<file path="src/rtl/aux_rd_pkg.sv">
package aux_rd_pkg;

  typedef enum logic [1:0] {
    OUT_OK      = 2'd0,
    OUT_INVALID = 2'd1,
    OUT_TIMEOUT = 2'd2,
    OUT_OTHER   = 2'd3
  } outcome_e;

  typedef enum logic [2:0] {
    RPL_ACK       = 3'd0,
    RPL_NACK      = 3'd1,
    RPL_DEFER     = 3'd2,
    RPL_I2C_DEFER = 3'd3
  } reply_e;

  typedef enum logic [2:0] {
    ST_NONE    = 3'd0,
    ST_OK      = 3'd1,
    ST_NACK    = 3'd2,
    ST_TIMEOUT = 3'd3,
    ST_PROTO   = 3'd4,
    ST_UNKNOWN = 3'd5
  } status_e;

  typedef enum logic [1:0] {
    SQ_IDLE  = 2'd0,
    SQ_WAIT  = 2'd1,
    SQ_PAUSE = 2'd2
  } seq_state_e;

  localparam logic [3:0] CMD_NATIVE_RD  = 4'b1001;
  localparam logic [3:0] CMD_I2C_RD     = 4'b0001;
  localparam logic [3:0] CMD_I2C_RD_MOT = 4'b0101;

  localparam int NUM_BUDGETS = 5;
  localparam int B_TMO    = 0;
  localparam int B_INV    = 1;
  localparam int B_SHORT  = 2;
  localparam int B_DEF    = 3;
  localparam int B_I2CDEF = 4;

endpackage

</file>
<file path="src/rtl/aux_rd_budget.sv">
module aux_rd_budget #(
  parameter int LIMIT = 2
) (
  input  logic clk,
  input  logic rst,
  input  logic clr,
  input  logic inc,
  output logic spent,
  output logic empty
);
  localparam int CW = $clog2(LIMIT + 2);

  logic [CW-1:0] cnt;

  always_ff @(posedge clk) begin
    if (rst || clr) begin
      cnt <= '0;
    end else if (inc && (cnt <= CW'(LIMIT))) begin
      cnt <= cnt + 1'b1;
    end
  end

  assign spent = (cnt >= CW'(LIMIT));
  assign empty = (cnt == '0);

  // the sequencer must end the read rather than count past the limit
  AST_NO_INC_PAST_LIMIT: assert property (@(posedge clk) disable iff (rst)
    !(inc && spent));

endmodule

</file>
<file path="src/rtl/aux_rd_pause.sv">
module aux_rd_pause #(
  parameter int TW = 8
) (
  input  logic          clk,
  input  logic          rst,
  input  logic          load,
  input  logic [TW-1:0] cycles,
  output logic          active,
  output logic          fire
);
  logic [TW-1:0] timer;

  always_ff @(posedge clk) begin
    if (rst) begin
      timer <= '0;
    end else if (load) begin
      timer <= cycles;
    end else if (timer != '0) begin
      timer <= timer - 1'b1;
    end
  end

  assign active = (timer != '0);
  assign fire   = (timer == TW'(1));

endmodule

</file>
<file path="src/rtl/aux_rd_seq.sv">
module aux_rd_seq
  import aux_rd_pkg::*;
#(
  parameter int ADDR_W      = 20,
  parameter int LEN_W       = 5,
  parameter int GAP_W       = 8,
  parameter int CYC_PER_US  = 100,
  parameter int INV_WAIT_US = 400,
  parameter int TMO_LIMIT   = 2,
  parameter int INV_LIMIT   = 1,
  parameter int SHORT_LIMIT = 1,
  parameter int DEFER_LIMIT = 6
) (
  input  logic              clk,
  input  logic              rst,
  input  logic              start,
  input  logic              is_i2c,
  input  logic              mot,
  input  logic [ADDR_W-1:0] addr,
  input  logic [LEN_W-1:0]  len,
  input  logic [GAP_W-1:0]  i2c_gap_us,
  output logic              req_valid,
  output logic [3:0]        req_cmd,
  output logic [ADDR_W-1:0] req_addr,
  output logic [LEN_W-1:0]  req_len,
  output logic [LEN_W-1:0]  req_offset,
  input  logic              resp_valid,
  input  logic [1:0]        resp_outcome,
  input  logic [2:0]        resp_reply,
  input  logic [LEN_W-1:0]  resp_count,
  output logic              busy,
  output logic              done,
  output logic [2:0]        status
);
  localparam int PUS_MAX = INV_WAIT_US + (2 ** GAP_W) - 1;
  localparam int TW      = $clog2(PUS_MAX * CYC_PER_US + 2);

  function automatic int budget_limit(input int idx);
    case (idx)
      B_TMO:   return TMO_LIMIT;
      B_INV:   return INV_LIMIT;
      B_SHORT: return SHORT_LIMIT;
      default: return DEFER_LIMIT;
    endcase
  endfunction

  seq_state_e          state;
  logic [LEN_W-1:0]    rem_q, off_q, len_q;
  logic                i2c_q;
  logic [GAP_W-1:0]    gap_q;

  logic                accept;
  logic                fin;
  status_e             fin_st;
  logic                adv;
  logic                wait_inv;
  logic [NUM_BUDGETS-1:0] b_inc, b_clr, b_spent, b_empty;
  logic [LEN_W-1:0]    next_rem, next_off;
  logic [TW-1:0]       pause_cyc;
  logic                p_load, p_active, p_fire;

  // one retry budget per failure class
  for (genvar g = 0; g < NUM_BUDGETS; g++) begin : g_budget
    aux_rd_budget #(.LIMIT(budget_limit(g))) u_budget (
      .clk   (clk),
      .rst   (rst),
      .clr   (b_clr[g]),
      .inc   (b_inc[g]),
      .spent (b_spent[g]),
      .empty (b_empty[g])
    );
  end

  aux_rd_pause #(.TW(TW)) u_pause (
    .clk    (clk),
    .rst    (rst),
    .load   (p_load),
    .cycles (pause_cyc),
    .active (p_active),
    .fire   (p_fire)
  );

  assign accept = resp_valid && (state == SQ_WAIT);

  // response judgement
  always_comb begin
    fin      = 1'b0;
    fin_st   = ST_NONE;
    adv      = 1'b0;
    wait_inv = 1'b0;
    b_inc    = '0;
    b_clr    = '0;
    if (state == SQ_IDLE && start) begin
      b_clr = '1;
    end else if (accept) begin
      case (outcome_e'(resp_outcome))
        OUT_OK: begin
          if (resp_count > rem_q) begin
            fin    = 1'b1;
            fin_st = ST_PROTO;
          end else begin
            b_clr[B_TMO] = 1'b1;
            b_clr[B_INV] = 1'b1;
            case (resp_reply)
              RPL_ACK: begin
                b_clr[B_DEF] = 1'b1;
                if (resp_count == rem_q) begin
                  fin    = 1'b1;
                  fin_st = ST_OK;
                end else if (b_spent[B_SHORT]) begin
                  fin    = 1'b1;
                  fin_st = ST_PROTO;
                end else begin
                  adv            = 1'b1;
                  b_inc[B_SHORT] = 1'b1;
                end
              end
              RPL_NACK: begin
                fin    = 1'b1;
                fin_st = ST_NACK;
              end
              RPL_DEFER: begin
                if (b_spent[B_DEF]) begin
                  fin    = 1'b1;
                  fin_st = ST_TIMEOUT;
                end else begin
                  b_inc[B_DEF] = 1'b1;
                end
              end
              RPL_I2C_DEFER: begin
                b_clr[B_DEF] = 1'b1;
                if (b_spent[B_I2CDEF]) begin
                  fin    = 1'b1;
                  fin_st = ST_TIMEOUT;
                end else begin
                  b_inc[B_I2CDEF] = 1'b1;
                end
              end
              default: begin
                fin    = 1'b1;
                fin_st = ST_UNKNOWN;
              end
            endcase
          end
        end
        OUT_INVALID: begin
          if (b_spent[B_INV]) begin
            fin    = 1'b1;
            fin_st = ST_PROTO;
          end else begin
            b_inc[B_INV] = 1'b1;
            wait_inv     = 1'b1;
          end
        end
        OUT_TIMEOUT: begin
          if (b_spent[B_TMO]) begin
            fin    = 1'b1;
            fin_st = ST_TIMEOUT;
          end else begin
            b_inc[B_TMO] = 1'b1;
          end
        end
        default: begin
          fin    = 1'b1;
          fin_st = ST_UNKNOWN;
        end
      endcase
    end
  end

  always_comb begin
    next_rem  = adv ? (rem_q - resp_count) : rem_q;
    next_off  = adv ? (off_q + resp_count) : off_q;
    pause_cyc = TW'(((wait_inv ? INV_WAIT_US : 0) + (i2c_q ? int'(gap_q) : 0)) * CYC_PER_US);
    p_load    = accept && !fin && (pause_cyc != '0);
  end

  always_ff @(posedge clk) begin
    if (rst) begin
      state      <= SQ_IDLE;
      rem_q      <= '0;
      off_q      <= '0;
      len_q      <= '0;
      i2c_q      <= 1'b0;
      gap_q      <= '0;
      req_valid  <= 1'b0;
      req_cmd    <= '0;
      req_addr   <= '0;
      req_len    <= '0;
      req_offset <= '0;
      busy       <= 1'b0;
      done       <= 1'b0;
      status     <= ST_NONE;
    end else begin
      req_valid <= 1'b0;
      done      <= 1'b0;
      case (state)
        SQ_IDLE: begin
          if (start) begin
            rem_q      <= len;
            off_q      <= '0;
            len_q      <= len;
            i2c_q      <= is_i2c;
            gap_q      <= i2c_gap_us;
            req_valid  <= 1'b1;
            req_len    <= len;
            req_offset <= '0;
            req_addr   <= is_i2c ? (addr >> 1) : addr;
            req_cmd    <= !is_i2c ? CMD_NATIVE_RD : (mot ? CMD_I2C_RD_MOT : CMD_I2C_RD);
            busy       <= 1'b1;
            state      <= SQ_WAIT;
          end
        end
        SQ_WAIT: begin
          if (accept) begin
            if (fin) begin
              done   <= 1'b1;
              status <= fin_st;
              busy   <= 1'b0;
              state  <= SQ_IDLE;
            end else begin
              rem_q <= next_rem;
              off_q <= next_off;
              if (p_load) begin
                state <= SQ_PAUSE;
              end else begin
                req_valid  <= 1'b1;
                req_len    <= next_rem;
                req_offset <= next_off;
              end
            end
          end
        end
        SQ_PAUSE: begin
          if (p_fire) begin
            req_valid  <= 1'b1;
            req_len    <= rem_q;
            req_offset <= off_q;
            state      <= SQ_WAIT;
          end
        end
        default: state <= SQ_IDLE;
      endcase
    end
  end

  // assertions
  AST_REQ_ONE_CYCLE: assert property (@(posedge clk) disable iff (rst)
    req_valid |=> !req_valid);

  AST_DONE_ONE_CYCLE: assert property (@(posedge clk) disable iff (rst)
    done |=> !done);

  AST_DONE_NOT_BUSY: assert property (@(posedge clk) disable iff (rst)
    done |-> !busy && (status != ST_NONE));

  AST_SPAN_FIXED: assert property (@(posedge clk) disable iff (rst)
    req_valid |-> ({1'b0, req_offset} + {1'b0, req_len}) == {1'b0, len_q});

  AST_OVERRUN_PROTO: assert property (@(posedge clk) disable iff (rst)
    (accept && resp_outcome == OUT_OK && resp_count > rem_q) |=> done && status == ST_PROTO);

  AST_NACK_FINAL: assert property (@(posedge clk) disable iff (rst)
    (accept && resp_outcome == OUT_OK && resp_count <= rem_q && resp_reply == RPL_NACK)
      |=> done && status == ST_NACK);

  AST_ACK_CLEARS_DEFER: assert property (@(posedge clk) disable iff (rst)
    (accept && !fin && resp_outcome == OUT_OK && resp_reply == RPL_ACK) |=> b_empty[B_DEF]);

  AST_I2CDEF_CLEARS_DEFER: assert property (@(posedge clk) disable iff (rst)
    (accept && !fin && resp_outcome == OUT_OK && resp_reply == RPL_I2C_DEFER) |=> b_empty[B_DEF]);

  AST_OK_CLEARS_CHANNEL: assert property (@(posedge clk) disable iff (rst)
    (accept && !fin && resp_outcome == OUT_OK) |=> b_empty[B_TMO] && b_empty[B_INV]);

  AST_PAUSE_QUIET: assert property (@(posedge clk) disable iff (rst)
    (state == SQ_PAUSE && p_active && !p_fire) |=> !req_valid);

endmodule

</file>
<file path="config.mk">
export PLATFORM = sky130hd
export DESIGN_NAME = aux_rd_seq
export DESIGN_NICKNAME = d
export VERILOG_FILES = /design/src/rtl/aux_rd_pkg.sv /design/src/rtl/aux_rd_budget.sv /design/src/rtl/aux_rd_pause.sv /design/src/rtl/aux_rd_seq.sv
export SDC_FILE = /design/constraint.sdc
export NUM_CORES = 1
export LEC_CHECK = 0
export BUFFER_PORTS_ARGS = -buffer_cell sky130_fd_sc_hd__buf_2
export CORE_ASPECT_RATIO = 2
export CORE_MARGIN = 10
export CORE_UTILIZATION = 50
export DETAILED_ROUTE_END_ITERATION = 6
export PLACE_DENSITY = 0.78
export SYNTH_ARGS = -nofsm -noshare
export SYNTH_HDL_FRONTEND = slang
export SYNTH_HIERARCHICAL = 1
export SYNTH_SLANG_ARGS = --single-unit
</file>
<file path="constraint.sdc">
create_clock -name clk -period 14.3 [get_ports clk]
set_input_delay 2.86 -clock clk [delete_from_list [all_inputs] [get_ports clk]]
set_output_delay 2.86 -clock clk [all_outputs]
set_load 0.05 [all_outputs]
</file>
# After elaboration in Yosys (flattened, before gate mapping)
# Cells that the tools add are included.
[word_totals]
reg_bits = 89
output_inout_bits = 40
[classes]
reduce_logical = 31
n_addsub = 9
n_eq_ne = 16
muxes = 96
n_lt_le_gt_ge = 11
bitwise = 2
n_mul = 1
[ops]
columns = ["cell", "n"]
rows = [
  ["two-way mux 5 bit", 18],
  ["two-way mux 1 bit", 41],
  ["two-way mux 16 bit", 2],
  ["nonzero test 16 bit", 2],
  ["case mux 5 bit (3 select lines)", 2],
  ["two-way mux 2 bit", 12],
  ["two-way mux 3 bit", 8],
  ["two-way mux 20 bit", 1],
  ["case mux 5 bit (2 select lines)", 2],
  ["== test 16 x 1 -> 1 bit (second input constant)", 1],
  ["subtractor 16 x 1 -> 16 bit (second input constant)", 1],
  ["multiplier 10 x 5 -> 14 bit (second input constant)", 1],
  ["inequality test 2 bit (second input constant)", 6],
  ["case mux 3 bit (4 select lines)", 1],
  ["AND reduction 4 bit", 3],
  ["adder 9 x 8 -> 10 bit", 1],
  ["logical AND 1 bit", 9],
  ["two-way mux 9 bit", 1],
  ["case mux 1 bit (3 select lines)", 3],
  ["case mux 3 bit (3 select lines)", 1],
  ["two-way mux 8 bit", 1],
  ["adder 2 x 1 -> 2 bit (second input constant)", 3],
  ["adder 3 x 1 -> 3 bit (second input constant)", 2],
  ["== test 3 x 2 -> 1 bit (second input constant)", 2],
  ["other kinds (29)", 42],
]

# Logic depth before layout (Yosys ltp)
[depth]
depth_word = 15
depth_mapped = 27

# By module
# The synthesis kept the hierarchy.
[by_module_without_submodules]
columns = ["module", "area_per_inst_um2", "n_inst", "cells_each"]
rows = [
  ["aux_rd_seq", 4332.9, 1, 520],
  ["aux_rd_pause", 957.2, 1, 115],
  ["aux_rd_budget (g_budget[3].u_budget ...)", 200.2, 2, 22],
  ["aux_rd_budget (g_budget[1].u_budget ...)", 138.9, 2, 15],
  ["aux_rd_budget (g_budget[0].u_budget)", 143.9, 1, 13],
]

# Worst setup path after synthesis
# OpenSTA, ideal clock, no wires.
[synth_path]
kind = "input to register"
from = "input port resp_outcome[0]"
to = "register u_pause.timer[9]"
setup_slack_ps = 6307
path_buffers = 1
arrival_time_ps = 7924
cell_stages = 23
setup_time_ps = 69
cell_sequence = "buf_4 > or3b_1 > or3_1 > inv_1 > ha_1 > ha_1 > ha_1 > ha_1 > inv_1 > fa_1 > inv_1 > ha_1 > a21o_1 > a31o_2 > o2111ai_1 > o211a_1 > and4b_1 > nor3b_1 > nor3_1 > clkinv_1 > nor2_1 > nand2_1 > o21ai_1"
[synth_between]
elab_chain_cells = 10
elab_cells_between_ends = 18
cone_classes = "1 x add/sub; 1 x mul; 2 x eq/ne; 8 x mux; 6 x reduce/logical"
[synth_rtl]
columns = ["item", "line_no", "source"]
rows = [
  ["start: declaration", "aux_rd_seq.sv:28", "input logic [1:0] resp_outcome,"],
  ["== test 2 x 1 -> 1 bit (*)", "aux_rd_seq.sv:96", "case (outcome_e'(resp_outcome))"],
  ["two-way mux 1 bit (*)", "aux_rd_seq.sv:96", ""],
  ["two-way mux 1 bit (*)", "aux_rd_seq.sv:95", "end else if (accept) begin"],
  ["two-way mux 1 bit (*)", "aux_rd_seq.sv:93", "if (state == SQ_IDLE && start) begin"],
  ["two-way mux 9 bit (*)", "aux_rd_seq.sv:174", "pause_cyc = TW'(((wait_inv ? INV_WAIT_US : 0) + (i2c_q ? int'(gap_q) : 0)) * CYC_PER_US);"],
  ["adder 9 x 8 -> 10 bit (*)", "aux_rd_seq.sv:174", ""],
  ["multiplier 10 x 5 -> 14 bit (*)", "aux_rd_seq.sv:174", ""],
  ["net pause_cyc[13]", "aux_rd_seq.sv:59", "logic [TW-1:0] pause_cyc;"],
  ["nonzero test 16 bit (*)", "aux_rd_seq.sv:175", "p_load = accept && !fin && (pause_cyc != '0);"],
  ["logical AND 1 bit (*)", "aux_rd_seq.sv:175", ""],
  ["net p_load", "aux_rd_seq.sv:60", "logic p_load, p_active, p_fire;"],
  ["two-way mux 16 bit / nonzero test 2 bit (equally long branches)", "n/a", ""],
  ["end signal: assignment", "aux_rd_pause.sv:17", "timer <= cycles;"],
  ["end signal: assignment", "aux_rd_pause.sv:19", "timer <= timer - 1'b1;"],
  ["end: declaration", "aux_rd_pause.sv:11", "logic [TW-1:0] timer;"],
]
# Mark *: on every way through the listed nets, which the timed path passes. The rest lies on a longest branch.
# A chain may end at the register's enable or synchronous reset.

# Worst setup path in the final report
[layout_path]
from = "input port start"
to = "register u_pause.timer[11]"
[layout_between]
elab_chain_cells = 8
elab_cells_between_ends = 12
cone_classes = "1 x add/sub; 1 x mul; 4 x mux; 6 x reduce/logical"
[layout_rtl]
columns = ["item", "line_no", "source"]
rows = [
  ["start: declaration", "aux_rd_seq.sv:16", "input logic start,"],
  ["logical AND 1 bit (*)", "aux_rd_seq.sv:93", ""],
  ["two-way mux 1 bit (*)", "aux_rd_seq.sv:93", ""],
  ["two-way mux 9 bit (*)", "aux_rd_seq.sv:174", ""],
  ["adder 9 x 8 -> 10 bit (*)", "aux_rd_seq.sv:174", ""],
  ["multiplier 10 x 5 -> 14 bit (*)", "aux_rd_seq.sv:174", ""],
  ["net pause_cyc[12]", "aux_rd_seq.sv:59", ""],
  ["nonzero test 16 bit (*)", "aux_rd_seq.sv:175", ""],
  ["logical AND 1 bit (*)", "aux_rd_seq.sv:175", ""],
  ["net p_load", "aux_rd_seq.sv:60", ""],
  ["two-way mux 16 bit / nonzero test 2 bit (equally long branches)", "n/a", ""],
]
# Marked as above.

==> reports/results.ini <==
[status]
status = complete, no violations

[sta]
worst_pin_slew_ns = 1.01
hold_viol_final = 0
clock.fmax_mhz = 110
max-slew-margin-rel_pct = 33.0
setup_violations = 0
finClkSkew_ns = 0.00502
rsz0062_at_grt = false
fin_tns_setup_ns = 0
slew_viol_final = 0
timing.final.crit_share_pct = 63.7
fin_crit_ns = 9.11

[floorplan]
die_y_um = 176
die_w_um = 97.9
core-area_um2 = 11800
die_area_um2 = 17200
start_util_pct = 51.3
rows = 56
ios = 89

[grt]
grt_max_degree = 71
grt.total_usage_pct = 18.1
grt_pass1_wl_um = 26300
antenna_found_initial = 2
grt_pass1_vias = 5643
grt_overflow = 0

[job]
maxCapViolCount = 0

[drt]
detail_route.iter0.violations = 211
routed_wirelength_um = 15600
final_antenna_net_count = 0
viasPerCell = 5.80
routedWlPerCell_um = 16.6
dr_total_vias = 5458
route.detailed.drc = 0
firstDrtPassIters = 4

[critical_path]
crit_start = start
rr_worst_depth = 27
critPathLaunchType = input pin
cp.required_ns = 14.57
end_kind = flop
cp.arrival_ns = 9.38
crit_fanout = 63
r2r_slack_ns = 7.01
crit_type = input pin to flop
r2r-start = state[1]
r2r_end = u_pause/timer[11]

[placement]
portBuffers = 87
gp_congestion = 0.887
dp_hpwl_um = 11900

[hold_path]
hold_depth = 2
hp-start = gap_q[2]
hp-class = flop to flop
min_to = gap_q[2]

[power_and_ir_drop]
leakage_uw = 0.00323
p_total_uw = 1220
power.density_nw_per_um2 = 177
vdd_drop_max_mv = 0.134

[clock_network]
cts_tree = yes
cts-buffers-inserted = 9
cts_max_path_buffers = 2
cts_num_sinks = 88
postCtsSetupBuffers = 0
root_buffer = clkbuf_16
clkTransAtPathRegs_ns = 0.07
htreeDepth = 3
hold_buffers = 0
cts_resized = 0
worstSkewPairLatency_ns = 0.35

[synthesis]
syn_area_per_cell_um2 = 8.47
yosysWarningCount = 6
syn_area_um2 = 6070
syn_inst = 717

[layout]
drive_above_1_share_pct = 17.0
area_growth_pct = 13.6
final_nets = 909

-- cells in the final DEF, fill, tap and decap left out, drive strengths merged, types with 4 or more instances in the layout --
cell    count
a22oi       5
nor2       61
nor2b       8
nand4       6
or4         6
dfxtp      88
o21ai      39
nor3       26
o21a        5
a21oi      39
and2        7
nor4        8
a211oi     31
a22o        4
nor3b       4
fa          7
a21o       10
mux2i      29
buf        90
clkbuf      9
o22ai       4
ha         64
nand2b      7
xnor2      17
xor2       10
nand3       5
nand2      70
or3        12
inv        56
a221oi      7
-- critical path, cell delays in order --
cell,delay [ns]
buf_2,0.10
nand2_1,0.36
inv_2,0.89
or3_1,0.22
inv_1,0.10
ha_1,0.24
ha_1,0.22
xnor2_1,0.37
ha_1,0.31
ha_1,0.28
inv_1,0.05
fa_1,0.49
inv_1,0.04
ha_1,0.36
and3_1,0.21
a221oi_1,0.35
xnor2_1,0.19
nor2_1,0.06
and4b_1,0.22
nor3b_1,0.15
nor3_1,0.15
buf_4,0.21
clkinv_1,0.24
nor2_1,0.50
nand2_1,0.10
o21ai_0,0.09
-- layout make-up --
class / instances / area, um2
clock inverter: 7 / 100
antenna: 2 / 5.00
clock buffer: 9 / 225
tap: 145 / 181
multi-input combinational: 547 / 3970
sequential: 88 / 1760
inverter: 53 / 199
timing repair buffer: 90 / 458
fill: 1101 / 4950
-- report_power, final --
group | internal, uW | leakage [uW] | switching, uW
registers | 303 | 0.000721 | 51.7
clock network | 155 | 0.000161 | 108
logic | 214 | 0.00235 | 387
total | 672 | 0.00323 | 547
-- layer usage --
metal | vias to the layer above | share of wire [%] | track usage, %
li1 | 2716 | - | -
met1 | 2554 | 37 | 17.6
met2 | 141 | 54 | 33.8
met3 | 47 | 4.4 | 3.85
met4 | 0 | 4.5 | 10.7
met5 | - | 0 | 0
-- worst max-delay path by stage --
stage	to	cells after the start
2_1_floorplan	u_pause/timer[9]	23
3_3_place_gp	u_pause/timer[15]	26
3_5_place_dp	u_pause/timer[6]	26
4_1_cts	u_pause/timer[6]	26
5_1_grt	u_pause/timer[7]	26
6_report	u_pause/timer[11]	26
-- flip-flops by register name, summed over array words and instances, names as in the netlist --
signal / count
req_offset: 5
off_q: 5
req_valid: 1
u_pause/timer: 16
req_len: 5
rem_q: 5
g_budget.u_budget/cnt: 12
i2c_q: 1
req_addr: 20
status: 3
busy: 1
gap_q: 8
req_cmd: 3
state: 2
done: 1
-- through the flow --
step                      hold slack [ns]  area (um2)  setup WS (ns)  util [%]  std cells
final                               0.461        6900           5.19      58.2        941
after global routing                0.486        6900           4.55      58.2        941
after detailed placement            0.450        6570           4.84      55.4        923
after CTS                           0.460        6890           5.16      58.2        939
after global placement              0.445        6570           4.99      55.4        923
after floorplan                     0.432        6080           6.31         -        719
Note: power is estimated with default switching activity, not from simulation.
